`config.mk`:
```
export PLATFORM = sky130hd
export DESIGN_NAME = cfg_addr_gen
export DESIGN_NICKNAME = d
export VERILOG_FILES = /design/src/rtl/cfg_pkg.sv /design/src/rtl/cfg_port_decode.sv /design/src/rtl/cfg_addr_reg.sv /design/src/rtl/cfg_ad_builder.sv /design/src/rtl/cfg_cycle_launch.sv /design/src/rtl/cfg_addr_gen.sv
export SDC_FILE = /design/constraint.sdc
export NUM_CORES = 1
export LEC_CHECK = 0
export ABC_CLOCK_PERIOD_IN_PS = 3570
export BUFFER_PORTS_ARGS = -buffer_cell sky130_fd_sc_hd__buf_2
export CAP_MARGIN = 5
export CORE_UTILIZATION = 51
export CTS_CLUSTER_DIAMETER = 120
export DETAILED_ROUTE_END_ITERATION = 8
export GPL_TIMING_DRIVEN = 0
export PLACE_DENSITY = 0.87
export SLEW_MARGIN = 20
export SYNTH_ARGS = -nofsm -noshare
export SYNTH_HDL_FRONTEND = slang
export SYNTH_SLANG_ARGS = --single-unit
```
`constraint.sdc`:
```
create_clock -name clk -period 3.57 [get_ports clk]
set_input_delay 0.714 -clock clk [delete_from_list [all_inputs] [get_ports clk]]
set_output_delay 0.714 -clock clk [all_outputs]
set_load 0.05 [all_outputs]
```
`src/rtl/cfg_pkg.sv`:
```
// Package: shared constants and the field layout of the configuration
// address word. The field positions follow the PCI mechanism #1 layout,
// which the bus sequencer and downstream bridges decode.
package cfg_pkg;

    localparam int unsigned CFG_W      = 32;
    localparam int unsigned DEV_W      = 5;
    localparam int unsigned IDSEL_LSB  = 11;
    localparam int unsigned IDSEL_CNT  = CFG_W - IDSEL_LSB;

    // Bits that software may set; reserved and low bits read as zero.
    localparam logic [CFG_W-1:0] WR_MASK = 32'h80FF_FFFC;

    typedef struct packed {
        logic       en;
        logic [6:0] rsvd;
        logic [7:0] bus;
        logic [4:0] dev;
        logic [2:0] fn;
        logic [5:0] dw;
        logic [1:0] lo;
    } cfg_word_t;

    localparam logic [1:0] LOW_TYPE0 = 2'b00;
    localparam logic [1:0] LOW_TYPE1 = 2'b01;

endpackage

```
`src/rtl/cfg_port_decode.sv`:
```
// Module: cfg_port_decode
// Decodes an I/O access into an address-port hit (full width only) and a
// data-port hit (any byte enables inside the data dword).
// Assumes at most one access per cycle, qualified by io_valid.
module cfg_port_decode #(
    parameter int unsigned       IO_AW     = 16,
    parameter logic [IO_AW-1:0]  ADDR_PORT = 16'h0CF8,
    parameter logic [IO_AW-1:0]  DATA_PORT = 16'h0CFC
) (
    input  logic             io_valid,
    input  logic [IO_AW-1:0] io_addr,
    input  logic [3:0]       io_be,
    output logic             addr_full_hit,
    output logic             data_hit
);
    localparam int unsigned WA_W = IO_AW - 2;
    localparam logic [WA_W-1:0] DATA_WA = DATA_PORT[IO_AW-1:2];

    // Match the address port exactly and only for full-width accesses.
    always_comb begin
        addr_full_hit = io_valid && (io_addr == ADDR_PORT) && (io_be == 4'hF);
    end

    // Match any byte lane of the data dword.
    always_comb begin
        data_hit = io_valid && (io_addr[IO_AW-1:2] == DATA_WA);
    end
endmodule

```
`src/rtl/cfg_addr_reg.sv`:
```
// Module: cfg_addr_reg
// Holds the configuration address word. Reserved and low bits are masked on
// write so they always read as zero. Cleared by reset (enable off).
module cfg_addr_reg
    import cfg_pkg::*;
(
    input  logic             clk,
    input  logic             rst_n,
    input  logic             wr_en,
    input  logic [CFG_W-1:0] wdata,
    output logic [CFG_W-1:0] q
);
    // Load the masked word on a full-width write.
    always_ff @(posedge clk) begin
        if (!rst_n) begin
            q <= '0;
        end else if (wr_en) begin
            q <= wdata & WR_MASK;
        end
    end
endmodule

```
`src/rtl/cfg_ad_builder.sv`:
```
// Module: cfg_ad_builder
// Combinational translation of the address word into the address-phase AD
// value and cycle type. Type 0 when the bus field is zero: one-hot IDSEL
// above the function field. Type 1 otherwise: fields passed through.
module cfg_ad_builder
    import cfg_pkg::*;
(
    input  logic [CFG_W-1:0] addr_word,
    output logic [CFG_W-1:0] ad,
    output logic             type1
);
    cfg_word_t              w;
    logic [IDSEL_CNT-1:0]   idsel;

    assign w = cfg_word_t'(addr_word);

    // One comparator per IDSEL line; devices beyond the last line hit none.
    for (genvar g = 0; g < IDSEL_CNT; g++) begin : g_idsel
        assign idsel[g] = (w.dev == DEV_W'(g));
    end

    // Pick the cycle type from the bus field.
    always_comb begin
        type1 = (w.bus != 8'd0);
    end

    // Assemble the AD word for the chosen type.
    always_comb begin
        if (type1) begin
            ad = {8'd0, w.bus, w.dev, w.fn, w.dw, LOW_TYPE1};
        end else begin
            ad = {idsel, w.fn, w.dw, LOW_TYPE0};
        end
    end
endmodule

```
`src/rtl/cfg_cycle_launch.sv`:
```
// Module: cfg_cycle_launch
// Registers the outcome of a data-port access: a one-cycle start strobe with
// AD word, type and direction when enabled, or a one-cycle pass-through flag
// when the enable bit is clear.
module cfg_cycle_launch
    import cfg_pkg::*;
(
    input  logic             clk,
    input  logic             rst_n,
    input  logic             data_hit,
    input  logic             enable,
    input  logic             io_write,
    input  logic [CFG_W-1:0] ad_next,
    input  logic             type1_next,
    output logic             cfg_start,
    output logic             cfg_write,
    output logic             cfg_type1,
    output logic [CFG_W-1:0] cfg_ad,
    output logic             io_fwd
);
    // Strobes: one per access, split by the enable bit.
    always_ff @(posedge clk) begin
        if (!rst_n) begin
            cfg_start <= 1'b0;
            io_fwd    <= 1'b0;
        end else begin
            cfg_start <= data_hit && enable;
            io_fwd    <= data_hit && !enable;
        end
    end

    // Cycle payload, captured only when a cycle is launched.
    always_ff @(posedge clk) begin
        if (!rst_n) begin
            cfg_write <= 1'b0;
            cfg_type1 <= 1'b0;
            cfg_ad    <= '0;
        end else if (data_hit && enable) begin
            cfg_write <= io_write;
            cfg_type1 <= type1_next;
            cfg_ad    <= ad_next;
        end
    end
endmodule

```
`src/rtl/cfg_addr_gen.sv`:
```
// Module: cfg_addr_gen (top)
// Host-side configuration mechanism #1 front end: address port register,
// port decode, AD word builder and cycle launcher. Data-port reads return
// zero here; the data phase is handled elsewhere.
module cfg_addr_gen
    import cfg_pkg::*;
#(
    parameter int unsigned       IO_AW     = 16,
    parameter logic [IO_AW-1:0]  ADDR_PORT = 16'h0CF8,
    parameter logic [IO_AW-1:0]  DATA_PORT = 16'h0CFC
) (
    input  logic             clk,
    input  logic             rst_n,
    input  logic             io_valid,
    input  logic             io_write,
    input  logic [IO_AW-1:0] io_addr,
    input  logic [3:0]       io_be,
    input  logic [31:0]      io_wdata,
    output logic [31:0]      io_rdata,
    output logic             cfg_start,
    output logic             cfg_write,
    output logic             cfg_type1,
    output logic [31:0]      cfg_ad,
    output logic             io_fwd
);
    logic             addr_full_hit;
    logic             data_hit;
    logic [CFG_W-1:0] addr_q;
    logic [CFG_W-1:0] ad_next;
    logic             type1_next;

    cfg_port_decode #(
        .IO_AW     (IO_AW),
        .ADDR_PORT (ADDR_PORT),
        .DATA_PORT (DATA_PORT)
    ) u_decode (
        .io_valid      (io_valid),
        .io_addr       (io_addr),
        .io_be         (io_be),
        .addr_full_hit (addr_full_hit),
        .data_hit      (data_hit)
    );

    cfg_addr_reg u_reg (
        .clk   (clk),
        .rst_n (rst_n),
        .wr_en (addr_full_hit && io_write),
        .wdata (io_wdata),
        .q     (addr_q)
    );

    cfg_ad_builder u_build (
        .addr_word (addr_q),
        .ad        (ad_next),
        .type1     (type1_next)
    );

    cfg_cycle_launch u_launch (
        .clk        (clk),
        .rst_n      (rst_n),
        .data_hit   (data_hit),
        .enable     (addr_q[CFG_W-1]),
        .io_write   (io_write),
        .ad_next    (ad_next),
        .type1_next (type1_next),
        .cfg_start  (cfg_start),
        .cfg_write  (cfg_write),
        .cfg_type1  (cfg_type1),
        .cfg_ad     (cfg_ad),
        .io_fwd     (io_fwd)
    );

    // Read mux: only a full-width read of the address port returns data.
    always_comb begin
        io_rdata = (addr_full_hit && !io_write) ? addr_q : '0;
    end
endmodule

```
==> results.md, run 1 <==
* Setup skew after layout at 0.00732 ns
* Count of instances resized after the clock tree is built at 0
* Synth Register Bits at 57
* Hold_buf cts at 0
* Floorplan die area at 5690 um^2
* Final period util at 0.889
* Residual overflow from global routing at 0
* Mean number of vias per cell at 5.68
* Data arrival time of the critical path at 2.46 ns
* Startpoint-to-endpoint class of the critical path: in2out
* GRT Overall Usage at 0.298
* Die span in x at 75.5 um
* Number of top-level design ports at 124
* Clock-pin slew of the registers on the worst-case setup and hold paths at 0.06 ns
* # nets final at 518
* Syn-to-layout area delta at 30.5%
* Syn. warnings at 0
* Total via count in the routed design at 3,051
* Distinct cells, synth at 31
* Antenna Violating Nets Remaining at 0
* Number of clock sinks at 57
* Leakage power at 0.00154 uW
* Power density cells at 374 nW/um^2
* Root cell of the clock tree: clkbuf_8
* Initial cell density of the core at 0.535
* Cell Count Post-Placement at 521
* Path class of the lowest-slack min-delay path: reg2reg
* Height of the die at 75.5 um
* Kind of capture point of the worst setup path: primary output
* Final Hold Viols at 0
* Worst voltage drop across the vdd grid at 0.213 mV
* Routability Congestion at 0.894
* Cell area after synthesis at 2750 um^2
* Routed Wire Length at 8040 um
* Count of buffers inserted at the top-level ports at 102
* Share of cells above drive strength 1 at 0.283
* Proportion of synthesized flip-flops having asynchronous set or reset at 0
* Dpl hpwl at 5800 um
* Antenna cells at 0
* Final-report max-slew violation count at 0
* Setup bufs post-CTS at 0
* Data required time at the worst endpoint at 2.86 ns
* Sequential-to-total area share from yosys stat at 0.415
* Unrepaired setup endpoints after global routing: no
* DRC violations left at 0
* Post-Route Utilization at 0.699
* Post-detailed-route wirelength per cell at 15.0 um
* Status: finished, final reports clean
* Number of buffers inserted during clock tree synthesis at 9
* Antenna violations before repair at 0
* Number of setup violations in the final report at 0
* Worst-margin pin slew at 0.607 ns
* H-Tree Level Count at 3
* CTS tree: done
* Clock period minus worst slack at 3.17 ns
* Logic depth of the worst register-to-register path at 5
* TritonRoute pass-1 iters at 5
* Fin cells at 537
* Dominant register cell in the synthesized netlist: dfxtp_1
* Site Rows at 26
* Core box area at 5140 um^2
* Number of cells on the worst hold path at 2
* Final-layout setup total negative slack at 0 ns
* 1st-iter DRT viols at 190
* Latest clock arrival within the worst-skew pair at 0.34 ns
* Bufs on Longest Clock Path at 2
* Max-cap check violation count at 0
* Critical Path Source Type: primary input
* Mean area per synthesized cell at 8.09 um^2
* Maximum number of pins on one net before global-route repair at 11
* First-pass GRT wire length at 12,400 um
* Worst rel slew slack at 0.585
* Fmax at 315 MHz
* Maximum fanout count along the critical path at 10
* Number of enable flip-flop cells after synthesis at 0
* Cells after Synth at 340
* Vias in the first global route at 2,646
## final timing paths
check,startpoint,to,slack [ns]
hold reg to reg,u_launch.cfg_ad[30]$_SDFFE_PN0P_,u_launch.cfg_ad[30]$_SDFFE_PN0P_,0.45
setup / recovery,io_addr[12],io_rdata[16],0.40
hold / removal,u_launch.cfg_ad[30]$_SDFFE_PN0P_,u_launch.cfg_ad[30]$_SDFFE_PN0P_,0.45
setup reg to reg,u_reg.q[31]$_SDFFE_PN0P_,u_launch.cfg_ad[8]$_SDFFE_PN0P_,1.52
## sequential cells by signal, summed over array words and instances (netlist names)
signal and flops:
u_launch.cfg_write 1, u_launch.cfg_ad 31, u_launch.io_fwd 1, u_launch.cfg_start 1, u_reg.q 23
## critical path, cell delays in order
cell and delay [ns]:
buf_2 0.09, and4bb_2 0.33, nand3_1 0.20, nor2_1 0.31
clkbuf_1 0.34, and2_1 0.21, buf_2 0.26
## layout by cell type (no fill, tap or decap), drive strengths merged, types with 2 or more instances in the layout
cell	n
nor3	3
o21ai	40
and4bb	2
nand4	30
dfxtp	57
a31oi	4
nor2	16
or4	2
buf	113
clkbuf	46
and3	2
and4	3
and2	25
nand4b	4
a21oi	8
nand2	39
a21boi	39
nor2b	3
a2111oi	3
nor4b	2
nand3	7
conb	10
## logic make-up after synthesis
kind of cell / after synthesis / synth area share
compound gates: 95 / 0.216
buf+inv: 43 / 0.0741
flops: 57 / 0.415
other cells: 1 / 0.00136
simple gates: 144 / 0.294
## Yosys cell counts, drive strengths merged (2+ instances only)
cell / count / area, um^2
nor2b: 3 / 18.8
a31oi: 4 / 25.0
and4: 3 / 26.3
a2111oi: 3 / 26.3
nor2: 16 / 60.1
and4bb: 2 / 25.0
o21ai: 40 / 200
clkbuf: 32 / 121
nand2: 39 / 146
nor4b: 2 / 17.5
dfxtp: 57 / 1140
nand4: 30 / 188
nand3: 7 / 35.0
or4: 2 / 22.5
nor3: 3 / 15.0
a21oi: 8 / 40.0
nand4b: 4 / 35.0
and2: 25 / 156
and3: 2 / 12.5
a21boi: 39 / 293
buf: 11 / 82.6
## where the power goes
part           internal, uW  total [uW]  switching [uW]
Combinational          34.6        84.5            50.0
Sequential              636         636        0.000133
Clock                   379         624             245
## area by class of cell
class	instances	area, um^2
fillers	455	1550
multi-input cells	249	1440
flip-flops and latches	57	1140
repair buffers	102	510
plain buffers	43	204
clock buffers	14	173
well taps	70	87.6
clock inverters	2	35.0
## stage by stage
step           cell area [um^2]  total power (uW)  hold slack (ns)  setup WS (ns)
3_5_place_dp               3380               734            0.441          0.446
2_1_floorplan              2790               701            0.441          0.798
3_3_place_gp               3380               733            0.438          0.459
4_1_cts                    3590              1350            0.448          0.435
5_1_grt                    3590              1390            0.480          0.262
6_report                   3590              1340            0.448          0.398
## metal layers
metal,wire length [um],track usage,up-vias
li1,-,-,1437
met1,3300,0.368,1382
met2,3600,0.472,198
met3,803,0.0622,34
met4,339,0.193,0
met5,0,0,-
Power figures use the tool's default switching activity.
==> inputs of run 2 (changes only) <==
--- a/config.mk
+++ b/config.mk
@@ -14,4 +14,5 @@
 export GPL_TIMING_DRIVEN = 0
 export PLACE_DENSITY = 0.87
+export SKIP_LAST_GASP = 1
 export SLEW_MARGIN = 20
 export SYNTH_ARGS = -nofsm -noshare
==> constraint.sdc (replaced) <==
create_clock -name clk -period 3.57 [get_ports clk]
set_input_delay 0 -clock clk [delete_from_list [all_inputs] [get_ports clk]]
set_output_delay 0 -clock clk [all_outputs]
set_load 0.05 [all_outputs]
==> run 2 against run 1 <==
Effect of this change: non-clock buffer count grew 24; global-route usage grew 3.2 points; setup slack gained 1.1 ns; fmax grew 54%; sequential power is essentially flat; utilization grew 4.7 points; combinational power grew 27%; critical path type is now reg2reg; via count grew 6.0%.
==> results.md, run 2 (synthesis gave the netlist of run 1 again) <==
* Status: finished, final reports clean
* Count of buffers inserted at the top-level ports at 102
* Multi-input logic area at 1440 um^2
* Antenna Violating Nets Remaining at 0
* Largest register FFs at 31
* Max-cap check violation count at 0
* Initial cell density of the core at 0.535
* Startpoint-to-endpoint class of the critical path: reg2reg
* Most flops, register: u_launch.cfg_ad
* Post-detailed-route wirelength per cell at 15.8 um
* Placement Cell Area at 3380 um^2
* Final standard cell area without fillers at 3830 um^2
* Setup skew after layout at 0.00635 ns
* Largest registers: u_launch.cfg_ad (31), u_reg.q (23)
* Dpl hpwl at 5800 um
* CTS tree: done
* Routability Congestion at 0.894
* Bufs on Longest Clock Path at 2
* GRT Overall Usage at 0.330
* Highest routed metal layer: met4
* Filler cells at 409
* TritonRoute pass-1 iters at 5
* Critical path buffers and inverters at 1
* Worst voltage drop across the vdd grid at 0.234 mV
* Routed Wire Length at 8880 um
* Cell Count Post-Placement at 521
* Maximum number of pins on one net before global-route repair at 11
* Worst path max stage delay at 0.45 ns
* Critical Path Source: u_reg.q[31]$_SDFFE_PN0P_
* Final period util at 0.579
* Share of cells above drive strength 1 at 0.269
* Switching share of total power at 0.223
* Unrepaired setup endpoints after global routing: no
* Path class of the lowest-slack min-delay path: in2reg
* Most used cells in the layout excluding fill and tap cells: buf_2, dfxtp_1, o21ai_0, nand2_1, a21boi_0
* Residual overflow from global routing at 0
* Height of the die at 75.5 um
* Vias in the first global route at 2,991
* Floorplan die area at 5690 um^2
* DRC violations left at 0
* Critical Path Source Type: flip-flop
* Leakage power at 0.00164 uW
* FF-to-FF Start: u_reg.q[31]$_SDFFE_PN0P_
* Data arrival time of the critical path at 2.31 ns
* Antenna violations before repair at 0
* Data required time at the worst endpoint at 3.81 ns
* Clock-pin slew of the registers on the worst-case setup and hold paths at 0.07 ns
* Mean number of vias per cell at 5.77
* Clock period minus worst slack at 2.07 ns
* H-Tree Level Count at 3
* Die span in x at 75.5 um
* Net load switching power at 307 uW
* Core box area at 5140 um^2
* Met2 wire len at 4090 um
* Register cell area after layout at 1140 um^2
* Power density cells at 358 nW/um^2
* Total length of routed met3 wires at 955 um
* Final-layout setup total negative slack at 0 ns
* Cell Chain, Critical Path: nor4bb_1 -> and4_1 -> clkbuf_1 -> nand2_1 -> a21boi_0
* Final Hold Viols at 0
* Largest delay share family, worst path: simple AND/OR/NAND/NOR gates
* Leading cell type in the layout, fill and taps excluded: buf_2
* Fin cells at 561
* First-pass GRT wire length at 13,800 um
* Maximum fanout count along the critical path at 10
* Count of instances resized after the clock tree is built at 0
* 1st-iter DRT viols at 235
* # nets final at 542
* Hold path startpoint: rst_n
* Antenna cells at 0
* Cell with the largest stage delay on the worst path: clkbuf_1
* Total via count in the routed design at 3,235
* Met1 routed wirelength after detailed routing at 3300 um
* Number of top-level design ports at 124
* Latest clock arrival within the worst-skew pair at 0.34 ns
* Setup bufs post-CTS at 0
* Site Rows at 26
* Share of total power in combinational logic at 0.078
* Int Pwr at 1070 uW
* Worst rel slew slack at 0.556
* Fmax at 484 MHz
* Root cell of the clock tree: clkbuf_8
* Number of clock sinks at 57
* Fraction of power consumed by sequential logic at 0.463
* Worst-margin pin slew at 0.656 ns
* Final-report max-slew violation count at 0
* Number of setup violations in the final report at 0
* Kind of capture point of the worst setup path: flip-flop
* Share of total power in the clock network at 0.459
* Syn-to-layout area delta at 39.2%
* Number of buffers inserted during clock tree synthesis at 9
run 2: power by group through the flow:
stage	Clock [uW]	Combinational (uW)	Sequential, uW
6_report	630	107	636
3_5_place_dp	0	83.7	650
4_1_cts	629	104	636
2_1_floorplan	0	51.3	650
3_3_place_gp	0	82.5	650
5_1_grt	660	115	635
run 2: final cells by class:
class | instances | area share
clock buffer | 14 | 0.0451
sequential | 57 | 0.298
multi-input combinational | 249 | 0.376
buffer | 43 | 0.0532
timing repair buffer | 126 | 0.196
clock inverter | 2 | 0.00914
tap | 70 | 0.0229
run 2: final timing paths:
| kind | end | slack (ns) | depth (start not counted) |
|---|---|---|---|
| setup / recovery | u_launch.cfg_ad[8]$_SDFFE_PN0P_ | 1.50 | 5 |
| hold / removal | u_launch.cfg_ad[13]$_SDFFE_PN0P_ | 0.06 | 3 |
| setup reg to reg | u_launch.cfg_ad[8]$_SDFFE_PN0P_ | 1.50 | 5 |
| hold reg to reg | u_launch.cfg_ad[30]$_SDFFE_PN0P_ | 0.45 | 2 |
run 2: worst register-to-register path, stage by stage (launching register included):
cell      delay [ns]
dfxtp_1         0.42
nor4bb_1        0.37
and4_1          0.29
clkbuf_1        0.45
nand2_1         0.16
a21boi_0        0.28
run 2: per-layer routing:
layer	vias up	track usage
met5	-	0
met4	0	0.249
met3	64	0.0648
met2	246	0.544
met1	1442	0.380
li1	1483	-
run 2: per-stage QoR:
step | setup slack [ns] | hold slack [ns] | power [uW] | util
6_report | 1.50 | 0.0554 | 1370 | 0.745
5_1_grt | 1.31 | 0.0790 | 1410 | 0.745
4_1_cts | 1.55 | 0.0453 | 1370 | 0.745
3_5_place_dp | 1.57 | 0.278 | 734 | 0.658
3_3_place_gp | 1.58 | 0.270 | 733 | 0.658
2_1_floorplan | 1.68 | 0.118 | 701 | -
run 2: timing repair:
action,in CTS,in global routing
hold buffers,24,0
setup endpoints to repair,0,0
endpoints found under the hold margin,24,0
